--- config.mk ---
export PLATFORM = sky130hd
export DESIGN_NAME = dual_slope_seq
export DESIGN_NICKNAME = d
export VERILOG_FILES = /design/src/rtl/dslope_pkg.sv /design/src/rtl/ds_counter.sv /design/src/rtl/ds_phase_ctrl.sv /design/src/rtl/ds_result_reg.sv /design/src/rtl/dual_slope_seq.sv
export SDC_FILE = /design/constraint.sdc
export NUM_CORES = 1
export LEC_CHECK = 0
export ABC_AREA = 1
export BUFFER_PORTS_ARGS = -buffer_cell sky130_fd_sc_hd__buf_2
export CAP_MARGIN = 5
export CORE_UTILIZATION = 54
export DETAILED_ROUTE_END_ITERATION = 8
export GPL_TIMING_DRIVEN = 0
export PLACE_DENSITY_LB_ADDON = 0.1
export SLEW_MARGIN = 0
export SYNTH_ARGS = -nofsm -noshare
export SYNTH_HDL_FRONTEND = slang
export SYNTH_SLANG_ARGS = --single-unit
--- constraint.sdc ---
create_clock -name clk -period 2 [get_ports clk]
set_input_delay 0.1 -clock clk [delete_from_list [all_inputs] [get_ports clk]]
set_output_delay 0.1 -clock clk [all_outputs]
set_load 0.05 [all_outputs]
--- src/rtl/dslope_pkg.sv ---
package dslope_pkg;

    typedef enum logic [1:0] {
        PH_IDLE   = 2'd0,
        PH_DRAIN  = 2'd1,
        PH_SIGNAL = 2'd2,
        PH_REFER  = 2'd3
    } phase_e;

    typedef struct packed {
        logic drain;
        logic take_sig;
        logic take_ref;
    } switch_s;

    typedef struct packed {
        logic clr;
        logic en;
        logic capture;
        logic sat;
    } seq_ctl_s;

    function automatic switch_s switches_for(phase_e p);
        switch_s s;
        s.drain    = (p == PH_DRAIN);
        s.take_sig = (p == PH_SIGNAL);
        s.take_ref = (p == PH_REFER);
        return s;
    endfunction

    function automatic int span_of(int a, int b, int c);
        int m;
        m = a;
        if (b > m) m = b;
        if (c > m) m = c;
        return m;
    endfunction

endpackage

--- src/rtl/ds_counter.sv ---
module ds_counter #(
    parameter int W = 9
) (
    input  logic         clk,
    input  logic         rst,
    input  logic         clr,
    input  logic         en,
    output logic [W-1:0] value
);
    always_ff @(posedge clk) begin
        if (rst || clr) value <= '0;
        else if (en)    value <= value + 1'b1;
    end
endmodule

--- src/rtl/ds_phase_ctrl.sv ---
module ds_phase_ctrl
    import dslope_pkg::*;
#(
    parameter int TMR_W     = 9,
    parameter int RES_W     = 8,
    parameter int DRAIN_CYC = 4,
    parameter int SIG_CYC   = 128
) (
    input  logic             clk,
    input  logic             rst,
    input  logic             start,
    input  logic             cmp_zero,
    input  logic [TMR_W-1:0] count,
    output phase_e           phase,
    output seq_ctl_s         ctl
);
    localparam logic [TMR_W-1:0] DRAIN_LAST = TMR_W'(DRAIN_CYC - 1);
    localparam logic [TMR_W-1:0] SIG_LAST   = TMR_W'(SIG_CYC - 1);
    localparam logic [TMR_W-1:0] REF_LAST   = TMR_W'((1 << RES_W) - 1);

    phase_e nxt;

    always_comb begin
        nxt = phase;
        ctl = '0;
        unique case (phase)
            PH_IDLE: begin
                ctl.clr = 1'b1;
                if (start) nxt = PH_DRAIN;
            end
            PH_DRAIN: begin
                if (count == DRAIN_LAST) begin
                    ctl.clr = 1'b1;
                    nxt     = PH_SIGNAL;
                end else begin
                    ctl.en = 1'b1;
                end
            end
            PH_SIGNAL: begin
                if (count == SIG_LAST) begin
                    ctl.clr = 1'b1;
                    nxt     = PH_REFER;
                end else begin
                    ctl.en = 1'b1;
                end
            end
            PH_REFER: begin
                if (cmp_zero) begin
                    ctl.capture = 1'b1;
                    ctl.clr     = 1'b1;
                    nxt         = PH_IDLE;
                end else if (count == REF_LAST) begin
                    ctl.capture = 1'b1;
                    ctl.sat     = 1'b1;
                    ctl.clr     = 1'b1;
                    nxt         = PH_IDLE;
                end else begin
                    ctl.en = 1'b1;
                end
            end
            default: nxt = PH_IDLE;
        endcase
    end

    always_ff @(posedge clk) begin
        if (rst) phase <= PH_IDLE;
        else     phase <= nxt;
    end


    sig_window_chk: assert property (@(posedge clk) disable iff (rst)
        (phase == PH_SIGNAL) |-> (count <= SIG_LAST));


    no_restart_chk: assert property (@(posedge clk) disable iff (rst)
        (phase == PH_SIGNAL && start) |=> (phase == PH_SIGNAL || phase == PH_REFER));


    drain_first_chk: assert property (@(posedge clk) disable iff (rst)
        (phase == PH_IDLE && start) |=> (phase == PH_DRAIN && count == '0));

endmodule

--- src/rtl/ds_result_reg.sv ---
module ds_result_reg #(
    parameter int RES_W = 8
) (
    input  logic             clk,
    input  logic             rst,
    input  logic             capture,
    input  logic             sat,
    input  logic [RES_W-1:0] count,
    output logic [RES_W-1:0] result,
    output logic             overflow,
    output logic             done
);
    always_ff @(posedge clk) begin
        if (rst) begin
            result   <= '0;
            overflow <= 1'b0;
            done     <= 1'b0;
        end else begin
            done <= capture;
            if (capture) begin
                result   <= sat ? '1 : count;
                overflow <= sat;
            end
        end
    end


    done_pulse_chk: assert property (@(posedge clk) disable iff (rst)
        done |=> !done);


    result_hold_chk: assert property (@(posedge clk) disable iff (rst)
        !done |-> $stable(result));


    sat_value_chk: assert property (@(posedge clk) disable iff (rst)
        overflow |-> (result == '1));

endmodule

--- src/rtl/dual_slope_seq.sv ---
module dual_slope_seq
    import dslope_pkg::*;
#(
    parameter int RES_W     = 8,
    parameter int DRAIN_CYC = 4,
    parameter int SIG_CYC   = 128
) (
    input  logic             clk,
    input  logic             rst,
    input  logic             start,
    input  logic             cmp_zero,
    output logic             sel_in,
    output logic             sel_ref,
    output logic             discharge,
    output logic [RES_W-1:0] result,
    output logic             overflow,
    output logic             done
);
    localparam int SPAN  = span_of(DRAIN_CYC, SIG_CYC, 1 << RES_W);
    localparam int TMR_W = $clog2(SPAN + 1);

    logic [TMR_W-1:0] count;
    phase_e           phase;
    seq_ctl_s         ctl;
    switch_s          sw;

    ds_counter #(.W(TMR_W)) u_count (
        .clk   (clk),
        .rst   (rst),
        .clr   (ctl.clr),
        .en    (ctl.en),
        .value (count)
    );

    ds_phase_ctrl #(
        .TMR_W     (TMR_W),
        .RES_W     (RES_W),
        .DRAIN_CYC (DRAIN_CYC),
        .SIG_CYC   (SIG_CYC)
    ) u_ctrl (
        .clk      (clk),
        .rst      (rst),
        .start    (start),
        .cmp_zero (cmp_zero),
        .count    (count),
        .phase    (phase),
        .ctl      (ctl)
    );

    ds_result_reg #(.RES_W(RES_W)) u_res (
        .clk      (clk),
        .rst      (rst),
        .capture  (ctl.capture),
        .sat      (ctl.sat),
        .count    (count[RES_W-1:0]),
        .result   (result),
        .overflow (overflow),
        .done     (done)
    );

    assign sw        = switches_for(phase);
    assign discharge = sw.drain;
    assign sel_in    = sw.take_sig;
    assign sel_ref   = sw.take_ref;


    switch_excl_chk: assert property (@(posedge clk) disable iff (rst)
        $onehot0({discharge, sel_in, sel_ref}));


    ref_after_sig_chk: assert property (@(posedge clk) disable iff (rst)
        $fell(sel_in) |-> sel_ref);


    done_from_ref_chk: assert property (@(posedge clk) disable iff (rst)
        done |-> $past(sel_ref));


    sig_after_drain_chk: assert property (@(posedge clk) disable iff (rst)
        $rose(sel_in) |-> $past(discharge));

endmodule

# After elaboration in Yosys (flattened, before gate mapping)

Index checks and enable logic that the tools add are counted.

Flip-flop bits (word level): 21
Input bits: 4
Output and inout port bits: 13
Logic and storage cells: 40

$add $sub $neg: 1
Eq/ne operators: 10
Mux-type cells: 21
Reductions and logical operators: 3

Operators by type and width:

| operator              | count |
|---|---|
| $mux W2               | 7 |
| $mux W1               | 10 |
| $add A9 B1 Y9 const B | 1 |
| $eq A9 B2 Y1 const B  | 1 |
| $eq A9 B7 Y1 const B  | 1 |
| $eq A9 B8 Y1 const B  | 1 |
| $mux W8               | 1 |
| $pmux W2 S4           | 1 |
| $eq A2 B2 Y1 const B  | 2 |
| $ne A2 B1 Y1 const B  | 2 |
| $pmux W1 S4           | 1 |
| $reduce_and A4 Y1     | 1 |
| $ne A3 B2 Y1 const B  | 1 |
| $pmux W1 S3           | 1 |
| $eq A2 B1 Y1 const B  | 1 |
| $logic_not A2 Y1      | 1 |
| $ne A2 B2 Y1 const B  | 1 |
| $logic_or A1 B1 Y1    | 1 |

# Longest topological paths before layout

Gate-level depths: netlist of run 1.

Depth in word-level cells: 5
Depth in mapped cells: 12
Depth with buffers taken out: 12

# Hierarchy

A second synthesis of run 1 with hierarchy kept.

Cells, all modules: 182
Area, all modules: 1197.4 µm²

Modules (own cells, without submodules):

| module         | instances | cells each | area each (µm²) | sequential area each (µm²) |
|---|---|---|---|---|
| ds_counter     | 1         | 61         | 431.7           | 180.2 |
| ds_result_reg  | 1         | 58         | 406.6           | 200.2 |
| ds_phase_ctrl  | 1         | 57         | 336.6           | 40.0 |
| dual_slope_seq | 1         | 6          | 22.5            | 0.0 |

# Worst setup path after synthesis of run 1

No wires, ideal clock.

Path kind: register -> register
Start: register u_count.value[0]
End: register u_count.value[0]
Library setup time: 0.113 ns
Arrival: 1.606 ns
Data required time: 1.887 ns
Path slack: 0.281 ns
Stages on the path, launching flop included: 12
Buffers on the path: 1
Clock period less this slack: 1.719 ns
Cells stage by stage: dfxtp_1 -> ha_1 -> nand4_1 -> nor3_1 -> ha_1 -> nand2_1 -> nand2_1 -> nor3_1 -> o211a_1 -> clkbuf_8 -> nand2_1 -> nor2_1

Word-level cells in the longest chain between the ends: 5
Elaborated cells on any way between the ends: 15
Those cells by class: 1 x add/sub; 3 x eq/ne; 10 x mux; 1 x reduce/logical

RTL lines:

| element                | RTL line            | source |
|---|---|---|
| start, declared        | ds_counter.sv:8     | `output logic [W-1:0] value` |
| start signal, assigned | ds_counter.sv:12    | `else if (en) value <= value + 1'b1;` |
| $eq A9 B8 Y1           | ds_phase_ctrl.sv:52 | `end else if (count == REF_LAST) begin` |
| $mux W1                | ds_phase_ctrl.sv:52 |  |
| $mux W1                | ds_phase_ctrl.sv:48 | `if (cmp_zero) begin` |
| $pmux W1 S4            | ds_phase_ctrl.sv:26 | `unique case (phase)` |
| $logic_or A1 B1 Y1     | ds_counter.sv:11    | `if (rst \|\| clr) value <= '0;` |

Parallel ways exist; a longest one is shown, timed or not.
A chain may end at the register's enable or synchronous reset.

# Worst setup path in the final report of run 1

Start: register u_count.value[0]
End: register u_count.value[2]

The elaborated chain is that of the path after synthesis.

==> run summary, run 1 <==
Outcome - finished, final reports clean
Worst slew pin tran - 0.275 ns
Area contributors post-synth - dfxtp_1 (39%), nand2_1 (11%), nor2_1 (7.7%)
Area occupied by multi-input gates - 579 um2
Number of CTS-inserted buffers - 3
Hold WC Path Type - in2reg
Num rows - 15
Initial antenna violation count - 0
Synth Net Count - 159
Final #Nets - 181
Mean Syn Cell Area - 7.15 um2
Cells after Synth - 149
Setup-failing EPs final - 0
Final ANT Viol Nets - 0
Int Power - 0.000739 W
Clock share of power - 0.153
Port bufs - 16
Reg area - 422 um2
Initial DRT Pass Iterations - 4
# Post-CTS Setup Buffers - 0
TNS Setup - 0 ns
Worst Path Required - 2.22 ns
Net load switching power - 0.000612 W
Utilization after layout - 0.698
Post-detail-place hpwl - 1.62 mm
Max-slew headroom - 0.816
Power density cells - 1090 mW/mm2
Via count - 1009
CTS Sinks - 21
Biggest area consumer among synthesized cells - dfxtp_1
Register bit total from synthesis - 21
Seq/Total Area, Yosys - 0.394
Synthesized area - 0.00107 mm2
Met2 Use GR - 0.322
Max-cap violations - 0
Share of layout cells above drive strength 1 - 0.229
Antenna fix cells - 0
Vias in the first global route - 781
Total Wirelength - 2.19 mm
Synth top area share - 0.394
CP Class - reg2reg
Crit. End Element - flip-flop
Initial core utilization - 0.598
Global route overflow - 0
Clk buf depth - 2
Gr usage total - 0.208
Combinational Power Share - 0.483
CTS clk-pin slew, worst paths - 0.12 ns
Met1 usage - 0.287
Netlist cell types - 22
Min Tclk post-route - 1.85 ns
Area Growth Syn to Fin - 16.7%
Fmax - 539 MHz
First-pass GRT wire length - 3.22 mm
Pre-CTS setup slack - 0.0261 ns
Root Driver - clkbuf_4
Drt initial violations - 13
Final worst slack - 0.146 ns
# fillers - 163
Final Max Tran Viols - 0
Period Utilization, post-route - 0.927
Chip Width - 46.4 um
Worst skew pair latency - 0.31 ns
Vias/cell - 5.17
Clk_skew - 0.000573 ns
Fin. Hold Viols - 0
Startpoint types - flip-flop
Commonest cells after routing, fill and taps aside - nand2_1 (31), nor2_1 (22), dfxtp_1 (20)
RSZ-0062 raised after global routing - no
Syn. warnings - 0
Highest ir drop seen on vdd - 813 uV
Max FO, Critical Path - 9
Busiest grt layer - met2
Commonest non-fill, non-tap cell in the layout - nand2_1
WL/cell - 11.2 um
Routability Congestion - 0.847
Core area - 0.00178 mm2
Die Area - 0.00216 mm2
TritonCTS clock tree - yes
DR DRC count - 0
# IOs - 17
Die height - 46.4 um
Share of power burned in registers - 0.364
Met3 usage - 0.0353
# H-tree levels - 1
Leak pwr - 0.564 nW
Sw Ratio - 0.453
Crit path DAT - 2.07 ns
Pin count of the biggest net entering global routing - 13
Pwr Total - 0.00135 W
-- final timing paths --
check / startpoint / end / slack, ns / cells past startpoint
worst max-delay path: u_count.value[0] / u_count.value[2] / 0.15 / 11
worst min-delay path: cmp_zero / u_res.done / 0.15 / 3
worst max register to register: u_count.value[0] / u_count.value[2] / 0.15 / 11
worst min register to register: u_count.value[4] / u_res.result[4] / 0.50 / 2
-- area by class of cell --
class                   instances  share of cell area
multi-input cells             108               0.466
flip-flops and latches         21               0.339
repair buffers                 17              0.0724
inverters                      17              0.0513
well taps                      25              0.0252
plain buffers                   3              0.0241
clock buffers                   3              0.0181
clock inverters                 1             0.00402
-- timing repair --
action / 4_1_cts / 5_1_grt
gates resized for setup: 0 / 8
hold endpoints to repair: 2 / 0
hold buffers: 1 / 0
endpoints found under the setup margin: 0 / 11
-- worst max-delay path, stage by stage, from the launching register on --
cell      delay (ns)
dfxtp_1         0.37
ha_2            0.22
nand4_1         0.14
nor3_2          0.15
ha_2            0.21
nand2_1         0.11
nand2_4         0.13
nor3_1          0.05
o211a_1         0.11
clkbuf_8        0.16
nand2_1         0.06
nor2_1          0.04
-- Yosys cell counts (all sizes together) --
| cell type | instances |
|---|---|
| o211a | 1 |
| ha | 6 |
| inv | 16 |
| o21ai | 8 |
| buf | 2 |
| nor2 | 24 |
| nor3 | 6 |
| dfxtp | 21 |
| o21a | 1 |
| nand4 | 1 |
| nand3 | 9 |
| clkinv | 1 |
| clkbuf | 1 |
| a21oi | 16 |
| nor4 | 1 |
| nand2 | 35 |
-- cell families after synthesis --
kind of cell    synth area share
simple gates               0.318
fa+ha+maj                 0.0704
buf+inv                   0.0880
compound gates             0.129
flops                      0.394
-- per-layer routing --
layer	vias up	routed length, um
met3	3	85
met1	464	1080
met4	0	18
met2	24	999
li1	518	-
met5	-	0
-- per-stage QoR --
step / instance area, um2 / instances / hold slack [ns]
CTS: 1210 / 195 / 0.0896
detailed placement: 1180 / 190 / 0.310
global route: 1240 / 195 / 0.168
floorplan: 1070 / 149 / 0.169
finish: 1240 / 195 / 0.151
global placement: 1180 / 190 / 0.306
-- power by group through the flow --
| stage | Clock [W] | Combinational (W) | Sequential (W) |
|---|---|---|---|
| after floorplan | 0 | 0.000444 | 0.000559 |
| after global placement | 0 | 0.000603 | 0.000497 |
| after detailed placement | 0 | 0.000623 | 0.000499 |
| after CTS | 0.000206 | 0.000627 | 0.000490 |
| after global routing | 0.000231 | 0.000710 | 0.000496 |
| final | 0.000207 | 0.000653 | 0.000491 |
-- sequential cells by signal, indices dropped and copies added, names as in the netlist --
signal          flops
u_count.value       9
u_res.result        8
u_ctrl.phase        2
u_res.done          1
u_res.overflow      1
Note: power is estimated with default switching activity, not from simulation.
==> run 2: changes to the inputs <==
CORE_UTILIZATION = 45   (was 54)
==> run summary, run 2 (synthesis results as in run 1) <==
Crit-path max cell delay - 0.35 ns (-0.02 ns)
Max-cap violations - 0 (unchanged)
Area occupied by multi-input gates - 574 um2 (-0.86%)
Initial DRT Pass Iterations - 4 (unchanged)
Crit path DAT - 2.06 ns (about the same)
TNS Setup - 0 ns (unchanged)
Final ANT Viol Nets - 0 (unchanged)
CTS Sinks - 21 (unchanged)
Chip Width - 50.7 um (+9.1%)
Setup-failing EPs final - 0 (unchanged)
Total Wirelength - 2.16 mm (-1.1%)
Fin. Hold Viols - 0 (unchanged)
Initial antenna violation count - 0 (unchanged)
Via count - 989 (-2.0%)
CTS clk-pin slew, worst paths - 0.12 ns (about the same)
Final #Nets - 181 (unchanged)
Max reg flops - 9 (unchanged)
Hold WC Path Type - in2reg
Worst Path Required - 2.20 ns (-0.02 ns)
Fmax - 537 MHz (-0.47%)
Number of CTS-inserted buffers - 3 (unchanged)
Leak pwr - 0.557 nW (-1.2%)
First-pass GRT wire length - 3.84 mm (+20%)
Startpoint types - flip-flop
# IOs - 17 (unchanged)
Drt initial violations - 17 (+4)
Reg area - 422 um2 (unchanged)
Commonest cells after routing, fill and taps aside - nand2_1 (31), nor2_1 (22), dfxtp_1 (20)
Worst slew pin tran - 0.269 ns (-0.00650 ns)
Worst path slowest cell - dfxtp_1
Post-detail-place hpwl - 1.68 mm (+3.6%)
Antenna fix cells - 0 (unchanged)
Max-slew headroom - 0.819 (+0.00316)
Crit. End Element - flip-flop
Area Growth Syn to Fin - 16.4%
Max FO, Critical Path - 9 (unchanged)
TritonCTS clock tree - yes
Final Max Tran Viols - 0 (unchanged)
WL/cell - 10.9 um (-2.6%)
CP Class - reg2reg
Core area - 0.00221 mm2 (+24%)
Power density cells - 1060 mW/mm2 (-2.3%)
RSZ-0062 raised after global routing - no
Initial core utilization - 0.482 (-0.116)
Top Registers - u_count.value x9, u_res.result x8, u_ctrl.phase x2
Global route overflow - 0 (unchanged)
Outcome - finished, final reports clean
Port bufs - 16 (unchanged)
Share of layout cells above drive strength 1 - 0.218 (-0.0118)
Commonest non-fill, non-tap cell in the layout - nand2_1
Worst skew pair latency - 0.30 ns (about the same)
Num rows - 17 (+2)
# H-tree levels - 1 (unchanged)
Die Area - 0.00257 mm2 (+19%)
Highest ir drop seen on vdd - 507 uV (-38%)
Clk_skew - 0.00674 ns (+0.00616 ns)
CP cell instances - ha_2 > nand4_1 > nor3_2 > ha_2 > nand2_1 > nand2_4 > nor3_2 > o211a_1 > clkbuf_8 > nand2_1 > nor2_1
Root Driver - clkbuf_4
Routability Congestion - 0.846 (-0.11%)
Vias in the first global route - 905 (+16%)
Clk buf depth - 2 (unchanged)
Period Utilization, post-route - 0.931 (+0.00435)
Min Tclk post-route - 1.86 ns (+0.00870 ns)
# fillers - 232 (+42%)
DR DRC count - 0 (unchanged)
Gr usage total - 0.197 (-0.0108)
Die height - 50.7 um (+9.1%)
Final hold slack - 0.170 ns (+0.0190 ns)
Reg with most FFs - u_count.value
Vias/cell - 4.99 (-3.5%)
Pin count of the biggest net entering global routing - 12 (-1)
run 2: cell type report:
cell class	count	share of cell area
well taps	28	0.0282
flip-flops and latches	21	0.340
plain buffers	3	0.0242
clock buffers	4	0.0212
inverters	17	0.0514
multi-input cells	108	0.463
repair buffers	17	0.0726
run 2: worst paths after layout:
kind	end	cells after the start	startpoint	slack (ns)
max	u_count.value[0]	11	u_count.value[0]	0.14
min	u_res.done	3	cmp_zero	0.17
max reg2reg	u_count.value[0]	11	u_count.value[0]	0.14
min reg2reg	u_count.value[8]	2	u_count.value[8]	0.50
run 2: critical path: cells and delay by family, from the launching register on:
kind	cells	cell delay [ns]
compound gates	1	0.12
buf+inv	1	0.16
flops	1	0.35
simple gates	7	0.70
fa+ha+maj	2	0.45
run 2: through the flow:
stage / cell area (um2) / std cells / util / total power (W) / worst slack, ns
finish: 1240 / 198 / 0.561 / 0.00132 / 0.137
CTS: 1220 / 198 / 0.551 / 0.00132 / 0.0529
global route: 1240 / 198 / 0.561 / 0.00143 / 0.0182
global placement: 1180 / 193 / 0.534 / 0.00111 / 0.0509
detailed placement: 1180 / 193 / 0.534 / 0.00112 / 0.00863
floorplan: 1070 / 149 / - / 0.00100 / 0.281
run 2: routing by layer:
| metal | wire length (um) | GRT usage |
|---|---|---|
| met5 | 0 | 0 |
| met4 | 26 | 0.0694 |
| met3 | 69 | 0.0273 |
| met2 | 972 | 0.333 |
| met1 | 1090 | 0.253 |
run 2: repair_timing:
item / in CTS / in global routing
endpoints found under the setup margin: 1 / 11
endpoints found under the hold margin: 2 / 0
gates resized for setup: 1 / 6
pin swaps: 0 / 1
setup buffers: 0 / 0
hold buffers: 1 / 0
run 2: report_power, final:
part	internal [W]	switching, W
clock network	0.0000775	0.000123
registers	0.000464	0.0000271
logic	0.000196	0.000429
total	0.000737	0.000579
==> run 3: changes to the inputs <==
SETUP_SLACK_MARGIN = 0.3   (was unset)
SYNTH_HIERARCHICAL = 1   (was unset)
==> run summary, run 3 <==
Num rows - 18 (+1)
Post-CTS Hold Buffers - 0 (-1)
Synth cell count leaders - nand2_1 (54), inv_1 (34), dfxtp_1 (21)
WL/cell - 9.60 um (-12%)
Ys flop type - dfxtp_1
Period Utilization, post-route - 0.803 (-0.128)
Fmax - 622 MHz (+16%)
Gr usage total - 0.181 (-0.0161)
Crit-path max cell delay - 0.38 ns (+0.03 ns)
# H-tree levels - 1 (unchanged)
Final ANT Viol Nets - 0 (unchanged)
# fillers - 249 (+7.3%)
Commonest cells after routing, fill and taps aside - nand2_1 (53), inv_1 (32), nor2_1 (18)
Outcome - finished, final reports clean
CTS Sinks - 21 (unchanged)
Fraction of registers with async set/reset - 0 (unchanged)
Fin cells - 235 (+19%)
Core area - 0.00250 mm2 (+13%)
Synth Net Count - 191 (+20%)
Pin count of the biggest net entering global routing - 13 (+1)
Area Growth Syn to Fin - 18.3%
Chip Width - 53.6 um (+5.8%)
Clk buf depth - 2 (unchanged)
Top Registers - u_count/value x9, u_res/result x8, u_ctrl/phase x2
CP Class - reg2reg
Antenna fix cells - 0 (unchanged)
Crit path DAT - 1.82 ns (-0.24 ns)
Max FO, Critical Path - 7 (-2)
Power density cells - 938 mW/mm2 (-12%)
Biggest area consumer among synthesized cells - dfxtp_1
Highest ir drop seen on vdd - 804 uV (+59%)
CTS clk-pin slew, worst paths - 0.12 ns (about the same)
Area contributors post-synth - dfxtp_1 (35%), nand2_1 (17%), inv_1 (11%)
Placed Cells - 228 (+18%)
Mean Syn Cell Area - 6.58 um2 (-8.0%)
Initial antenna violation count - 0 (unchanged)
CP cell instances - inv_2 > ha_2 > inv_1 > o21bai_4 > nand3_2 > nand2_2 > inv_4 > nand2_4 > nor2_4 > nand4_1 > nand2_1 > nor2_1
Routability Congestion - 0.800 (-5.4%)
TNS Setup - 0 ns (unchanged)
Synth top area share - 0.351 (-0.0433)
Root Driver - clkbuf_4
Placed Area - 0.00132 mm2 (+11%)
Final #Nets - 215 (+19%)
Top delay family on crit path - simple AND/OR/NAND/NOR gates
Share of layout cells above drive strength 1 - 0.283 (+0.0653)
Synthesized area - 0.00120 mm2 (+12%)
Clk_skew - 0.00290 ns (-0.00384 ns)
Die height - 53.6 um (+5.8%)
Via count - 1145 (+16%)
Commonest non-fill, non-tap cell in the layout - nand2_1
# IOs - 17 (unchanged)
Initial DRT Pass Iterations - 4 (unchanged)
Most common cell in the netlist - nand2_1
Post-detail-place hpwl - 1.72 mm (+1.9%)
TritonCTS clock tree - yes
Port bufs - 16 (unchanged)
Syn. warnings - 6 (+6)
Netlist cell types - 21 (-4.5%)
Number of CTS-inserted buffers - 3 (unchanged)
Startpoint types - flip-flop
Seq/Total Area, Yosys - 0.351 (-0.0433)
Max-slew headroom - 0.812 (-0.00718)
RSZ-0062 raised after global routing - no
Cells after Synth - 182 (+22%)
Final Max Tran Viols - 0 (unchanged)
Fin. Hold Viols - 0 (unchanged)
Register bit total from synthesis - 21 (unchanged)
Min Tclk post-route - 1.61 ns (-0.256 ns)
Vias in the first global route - 908 (+0.33%)
Max-cap violations - 0 (unchanged)
Leak pwr - 0.750 nW (+35%)
Global route overflow - 0 (unchanged)
Total Wirelength - 2.26 mm (+4.3%)
Worst skew pair latency - 0.30 ns (about the same)
Worst Path Required - 2.21 ns (about the same)
First-pass GRT wire length - 3.73 mm (-3.0%)
Worst slew pin tran - 0.281 ns (+0.0126 ns)
Max reg flops - 9 (unchanged)
Vias/cell - 4.87 (-2.5%)
Initial core utilization - 0.479 (-0.00292)
Setup-failing EPs final - 0 (unchanged)
Reg with most FFs - u_count/value
Hold WC Path Type - in2reg
Post-synth EDFFs - 0 (unchanged)
Final instance area - 0.00142 mm2 (+14%)
Worst path slowest cell - dfxtp_4
Crit. End Element - flip-flop
Die Area - 0.00287 mm2 (+12%)
Worst path bufs/invs - 3 (+2)
DR DRC count - 0 (unchanged)
Drt initial violations - 29 (+12)
==> run 3: cell types whose count changed after synthesis, moves of 4 or more <==
cell,previous run,this run
nand2_1,32,54
nor3_1,6,1
o21ai_0,8,4
nand3_1,7,14
inv_1,14,34
a21oi_1,16,6
==> run 3: kinds of logic after synthesis <==
family,after synthesis,synth area share
compound gates,13,0.0690
fa+ha+maj,5,0.0522
buf+inv,38,0.119
flops,21,0.351
simple gates,105,0.409
==> run 3: stage by stage <==
stage | util | setup WS (ns) | hold slack, ns | power (W)
after floorplan | - | 0.426 | 0.186 | 0.000927
after global placement | 0.526 | 0.225 | 0.412 | 0.00101
after detailed placement | 0.526 | 0.161 | 0.417 | 0.00103
after CTS | 0.540 | 0.309 | 0.0916 | 0.00126
after global routing | 0.567 | 0.280 | 0.115 | 0.00144
final | 0.567 | 0.393 | 0.119 | 0.00133
==> run 3: worst reg2reg max path, stage by stage, from the launching register on <==
cell	delay (ns)
dfxtp_4	0.38
inv_2	0.06
ha_2	0.17
inv_1	0.04
o21bai_4	0.16
nand3_2	0.08
nand2_2	0.08
inv_4	0.08
nand2_4	0.06
nor2_4	0.18
nand4_1	0.11
nand2_1	0.08
nor2_1	0.04
==> run 3: path summary, 6_finish.rpt <==
kind,startpoint,end,slack (ns),cells past startpoint
setup / recovery,u_ctrl/phase[1],u_count/value[8],0.39,12
hold / removal,rst,u_res/done,0.12,2
setup reg to reg,u_ctrl/phase[1],u_count/value[8],0.39,12
hold reg to reg,u_res/result[7],u_res/result[7],0.48,2
==> run 3: routing by layer <==
metal | wire length [um] | track usage
met1 | 1080 | 0.239
met4 | 10 | 0.0789
met5 | 0 | 0
met3 | 78 | 0.0339
met2 | 1080 | 0.285
==> run 3: cell type report <==
| class | instances | area [um2] | area share |
|---|---|---|---|
| tap | 30 | 37.5 | 0.0265 |
| clock inverter | 1 | 5.00 | 0.00353 |
| clock buffer | 3 | 22.5 | 0.0159 |
| multi-input combinational | 123 | 659 | 0.466 |
| timing repair buffer | 19 | 103 | 0.0724 |
| inverter | 38 | 145 | 0.102 |
| sequential | 21 | 444 | 0.314 |
==> run 3: report_power, final <==
group | total, W | switching, W | internal [W]
Combinational | 0.000618 | 0.000390 | 0.000228
Clock | 0.000203 | 0.000128 | 0.0000746
Sequential | 0.000507 | 0.0000452 | 0.000462
==> run 3: what timing repair did <==
action                                  CTS  global route
endpoints found under the setup margin    9            18
pin swaps                                 0             2
gates resized for setup                   5            20
setup buffers                             0             3
